--- src/rtl/dac_ctrl_rx_pkg.sv ---
package dac_ctrl_rx_pkg;
  typedef enum logic {
    RX_IDLE  = 1'b0,
    RX_SHIFT = 1'b1
  } rx_state_t;
endpackage

--- src/rtl/dac_ctrl_rx_frame.sv ---
module dac_ctrl_rx_frame
  import dac_ctrl_rx_pkg::*;
#(
  parameter int WORD_W = 16
) (
  input  logic clk,
  input  logic rst_n,
  input  logic frame_sync,
  output logic shift_en,
  output logic word_done
);
  localparam int CNT_W = (WORD_W > 1) ? $clog2(WORD_W) : 1;
  localparam logic [CNT_W-1:0] LAST = CNT_W'(WORD_W - 1);

  rx_state_t        state;
  logic [CNT_W-1:0] bit_cnt;

  always_ff @(posedge clk or negedge rst_n) begin
    if (!rst_n) begin
      state   <= RX_IDLE;
      bit_cnt <= '0;
    end else begin
      unique case (state)
        RX_IDLE: begin
          if (frame_sync) begin
            state   <= RX_SHIFT;
            bit_cnt <= '0;
          end
        end
        RX_SHIFT: begin
          if (bit_cnt == LAST) begin
            state   <= RX_IDLE;
            bit_cnt <= '0;
          end else begin
            bit_cnt <= bit_cnt + 1'b1;
          end
        end
        default: state <= RX_IDLE;
      endcase
    end
  end

  assign shift_en  = (state == RX_SHIFT);
  assign word_done = shift_en && (bit_cnt == LAST);
endmodule

--- src/rtl/dac_ctrl_rx_shift.sv ---
module dac_ctrl_rx_shift #(
  parameter int WORD_W = 16
) (
  input  logic              clk,
  input  logic              rst_n,
  input  logic              shift_en,
  input  logic              bit_in,
  output logic [WORD_W-1:0] word_full
);
  logic [WORD_W-2:0] shreg;

  assign word_full = {shreg, bit_in};

  always_ff @(posedge clk or negedge rst_n) begin
    if (!rst_n) shreg <= '0;
    else if (shift_en) shreg <= word_full[WORD_W-2:0];
  end
endmodule

--- src/rtl/dac_ctrl_rx_out.sv ---
module dac_ctrl_rx_out #(
  parameter int WORD_W = 16,
  parameter int CODE_W = 12
) (
  input  logic              clk,
  input  logic              rst_n,
  input  logic              load,
  input  logic [WORD_W-1:0] word,
  output logic [CODE_W-1:0] code,
  output logic              valid
);
  generate
    if (WORD_W > CODE_W) begin : g_drop
      logic unused_hi;
      assign unused_hi = ^word[WORD_W-1:CODE_W];
    end
  endgenerate

  always_ff @(posedge clk or negedge rst_n) begin
    if (!rst_n) begin
      code  <= '0;
      valid <= 1'b0;
    end else begin
      valid <= load;
      if (load) code <= word[CODE_W-1:0];
    end
  end
endmodule

--- src/rtl/dac_ctrl_rx.sv ---
module dac_ctrl_rx #(
  parameter int WORD_W = 16,
  parameter int CODE_W = 12
) (
  input  logic              clk,
  input  logic              rst_n,
  input  logic              frame_sync,
  input  logic              ser_data,
  output logic [CODE_W-1:0] dac_code,
  output logic              dac_valid
);
  logic              shift_en;
  logic              word_done;
  logic [WORD_W-1:0] word_full;

  dac_ctrl_rx_frame #(.WORD_W(WORD_W)) u_frame (
    .clk(clk), .rst_n(rst_n), .frame_sync(frame_sync),
    .shift_en(shift_en), .word_done(word_done)
  );

  dac_ctrl_rx_shift #(.WORD_W(WORD_W)) u_shift (
    .clk(clk), .rst_n(rst_n), .shift_en(shift_en),
    .bit_in(ser_data), .word_full(word_full)
  );

  dac_ctrl_rx_out #(.WORD_W(WORD_W), .CODE_W(CODE_W)) u_out (
    .clk(clk), .rst_n(rst_n), .load(word_done), .word(word_full),
    .code(dac_code), .valid(dac_valid)
  );
endmodule

--- config.mk ---
export PLATFORM = sky130hd
export DESIGN_NAME = dac_ctrl_rx
export DESIGN_NICKNAME = d
export VERILOG_FILES = /design/src/rtl/dac_ctrl_rx_pkg.sv /design/src/rtl/dac_ctrl_rx_frame.sv /design/src/rtl/dac_ctrl_rx_shift.sv /design/src/rtl/dac_ctrl_rx_out.sv /design/src/rtl/dac_ctrl_rx.sv
export SDC_FILE = /design/constraint.sdc
export NUM_CORES = 1
export LEC_CHECK = 0
export BUFFER_PORTS_ARGS = -buffer_cell sky130_fd_sc_hd__buf_4
export CORE_MARGIN = 4
export CORE_UTILIZATION = 54
export DETAILED_ROUTE_END_ITERATION = 16
export PLACE_DENSITY = 0.72
export SETUP_SLACK_MARGIN = 0.4
export SLEW_MARGIN = 15
export SYNTH_ARGS = -nofsm -noshare
export SYNTH_HDL_FRONTEND = slang
export SYNTH_SLANG_ARGS = --single-unit
--- constraint.sdc ---
create_clock -name clk -period 1.8 [get_ports clk]
set_clock_uncertainty 0.15 [all_clocks]
set_input_delay 0.27 -clock clk [delete_from_list [all_inputs] [get_ports clk]]
set_output_delay 0.27 -clock clk [all_outputs]
set_load 0.05 [all_outputs]
==> summary.md <==
| Metric | Value |
|---|---|
| Total power draw | `0.002795 W` |
| Met3 GRT Util | `8.310%` |
| Die width | `53.67 microns` |
| GR Overflow Total | `0` |
| Synth area leader | `dfrtp_1` |
| Post-synth EDFFs | `0` |
| Die area | `approximately 0.0029 sq mm` |
| Dpl ws | `414.2 ps` |
| CP Cell Sequence | `buf_4` |
| HPWL Detailed | `1129 microns` |
| Seq/Total Area, Yosys | `64.44%` |
| Slew Viols, Final | `0` |
| Die Y | `53.67 microns` |
| Initial antenna violation count | `0` |
| Mapped cell area | `0.001126 sq mm` |
| Critical path capture point type | `output pin` |
| Top-area cell type share of the netlist area | `64.44%` |
| Post-route setup slack | `469.5 ps` |
| Via/cell ratio | `4.833` |
| CTS sink cnt | `29` |
| Seq pwr share | `42.1%` |
| Global-route wire length before repair | `around 3000 microns` |
| Gp weighted congestion | `about 0.72` |
| Pwr Density | `2009 mW/mm^2` |
| Avg Cell Area, Syn | `between 10 and 15 sq um` |
| RSZ-0062 raised after global routing | `false` |
| Worst-case vdd ir drop | `0.001316 V` |
| Gr busiest metal | `met2` |
| Grt met1 use | `18.00%` |
| CTS Buf Count | `5` |
| Cells after DPL | `approximately 140` |
| Setup Crit Path Kind | `reg -> out` |
| Final Hold Viols | `0` |
| Static Leakage | `0.6931 nW` |
| Final wirelength | `roughly 1900 microns` |
| WL/cell | `12.49 microns` |
| Fill cells | `159` |
| Final nets | `127` |
| Boundary pin count | `17` |
| Finished Layout Cells | `150` |
| GR Util All Layers | `15.56%` |
| Crit path max fanout | `2` |
| Root buf cell | `clkbuf_4` |
| Area delta synth->final | `23.56%` |
| Max Clk Rate | `approximately 0.75 GHz` |
| Longest Clk Path Bufs | `2` |
| Post-synth top cells | `nand2_1, dfrtp_1, mux2_2` |
| DRT iter0 DRCs | `4` |
| DR DRC count | `0` |
| Worst path top cell family by delay | `flip-flops` |
| Postcts setup bufs | `0` |
| Max incr delay on CP | `about 400 ps` |
| Count leader, synth | `nand2_1` |
| Req. time, crit path | `1380 ps` |
| Port bufs | `16` |
| Synth Instances | `~100` |
| Max_cap viols | `0` |
| CTS tree | `built` |
| Yosys warns | `0` |
| Post-synthesis register bit count | `29` |
| Largest net degree at the start of global routing | `30` |
| Ys async rst share | `100.0%` |
| Rows | `16` |
| Worst-Margin Slew | `359.3 ps` |
| CP arrival | `~910 ps` |
| Pint | `between 0.0015 and 0.002 W` |
| Critical Path Start Type | `flip-flop` |
| Synth area leaders | `dfrtp_1, nand2_1, mux2_2, buf_6, ha_1` |
| Antenna viol nets, final | `0` |
| Crit-path slowest cell | `dfrtp_1` |
| Worst-skew pair later-pin latency | `310 ps` |
| Initial Util | `a little under three fifths` |
| Vias in the first global route | `670` |
| Synth Flop Type | `dfrtp_1` |
| Post-synth cell types | `16` |
| Status | `finished clean` |
| ANT cells | `0` |
| Switching portion of total power | `41.46%` |
| Core Box Area | `0.001962 sq mm` |
| Grt met2 use | `between 20% and 30%` |
| Syn_nets | `103` |
| Hold crit path type | `in -> reg` |
| NetSw | `0.001159 W` |
| Tcrit/Tclk final | `73.92%` |
| CP bufs+invs | `1` |
| Setup TNS | `0 ps` |
| Power share of the combinational group | `42.3%` |
| H-Tree Depth | `2` |
| Setup violations, final | `0` |
| Min cycle time layout | `1330 ps` |
| Share of cells above drive strength 1 | `34.15%` |
| Drt first pass iters | `3` |
| Routed vias | `725` |
| Rel. slew slack | `about three quarters` |
| Clock slew at reported path FFs | `roughly 90 ps` |
| Clock Power Share | `15.6%` |
==> kinds of logic (layout without fill, tap and decap cells) <==
| family | after synthesis | after routing | share of synthesized area, % |
|---|---|---|---|
| AO/OA/AOI/OAI | 4 | 4 | 2.445 |
| XOR/XNOR | 1 | 1 | 0.7779 |
| adder cells (fa/ha/maj) | 1 | 1 | 1.111 |
| buffers and inverters | 7 | 32 | 4.000 |
| flip-flops | 29 | 29 | 64.44 |
| multiplexers | 11 | 11 | 11.00 |
| AND/OR/NAND/NOR | 45 | 45 | 16.22 |
==> layout by cell type, fill, tap and decap left out <==
master / synthesis / final
inv_1: 2 / 2
nand2_1: 39 / 39
o311ai_1: 1 / 1
nand3_1: 2 / 2
a22o_1: 1 / 1
nand4_4: 0 / 1
buf_6: 2 / 2
dfrtp_2: 0 / 1
clkbuf_4: 0 / 5
inv_4: 0 / 1
nor2_1: 2 / 2
ha_4: 0 / 1
dlygate4sd3_1: 0 / 2
mux2_2: 11 / 11
buf_4: 0 / 17
nand4_1: 1 / 1
clkbuf_8: 0 / 2
clkinv_2: 1 / 1
o21ai_0: 2 / 2
xnor2_1: 1 / 1
dfrtp_1: 29 / 28
==> flip-flops by register name (all words and copies together), names as in the netlist <==
name	cells
u_out.code	12
u_shift.shreg	11
u_frame.bit_cnt	4
u_frame.shift_en	1
u_out.valid	1
==> power groups by stage <==
stage	clock, W	sequential [W]	combinational [W]
2_1_floorplan	0	0.00156	0.000435
3_3_place_gp	0	0.00116	0.00113
3_5_place_dp	0	0.00117	0.00115
4_1_cts	0.000455	0.00116	0.00115
5_1_grt	0.000489	0.00122	0.00126
6_report	0.000436	0.00118	0.00118
==> cell type report <==
| cell class | count | area, sq um | share of cell area (%) |
|---|---|---|---|
| multi-input cells | 62 | 376.6 | 27.07 |
| repair buffers | 21 | 170.2 | 12.23 |
| clock inverters | 1 | 5.005 | 0.3597 |
| inverters | 3 | 13.76 | 0.9892 |
| well taps | 27 | 33.78 | 2.428 |
| clock buffers | 7 | 65.06 | 4.676 |
| flip-flops and latches | 29 | 726.9 | 52.25 |
==> final timing paths <==
| check | endpoint | cells past startpoint | slack, ps | startpoint |
|---|---|---|---|---|
| hold reg to reg | u_out.code[11] | 2 | 320 | u_shift.shreg[10] |
| hold / removal | u_frame.shift_en | 3 | 100 | frame_sync |
| min in group asynchronous | u_out.code[1] | 2 | 290 | rst_n |
| max in group asynchronous | u_frame.shift_en | 2 | 920 | rst_n |
| setup / recovery | dac_code[5] | 1 | 470 | u_out.code[5] |
| setup reg to reg | u_out.code[4] | 5 | 490 | u_frame.bit_cnt[0] |
==> through the flow <==
stage	util (%)	area (sq um)	hold slack, ps
finish	70.92	1391	96.38
global route	70.92	1391	99.13
CTS	68.94	1353	66.06
detailed placement	64.35	1262	58.11
global placement	64.35	1262	56.16
floorplan	-	1126	-175.6
==> tightest hold or removal path, stage by stage <==
cell    delay (ps)
buf_4           80
nor2_1          70
nor2_1         100
==> repair_timing <==
action | 4_1_cts | 5_1_grt
gates resized for setup | 0 | 9
setup endpoints to repair | 0 | 21
endpoints found under the hold margin | 30 | 0
hold buffers | 2 | 0
==> routing by layer <==
metal	vias to the layer above	share of wire (%)	wire [microns]
met5	-	0	0
met1	345	46	862
met4	0	1.0	19
li1	365	-	-
met3	2	4.6	87
met2	13	48	903
Note: power is estimated with default switching activity, not from simulation.
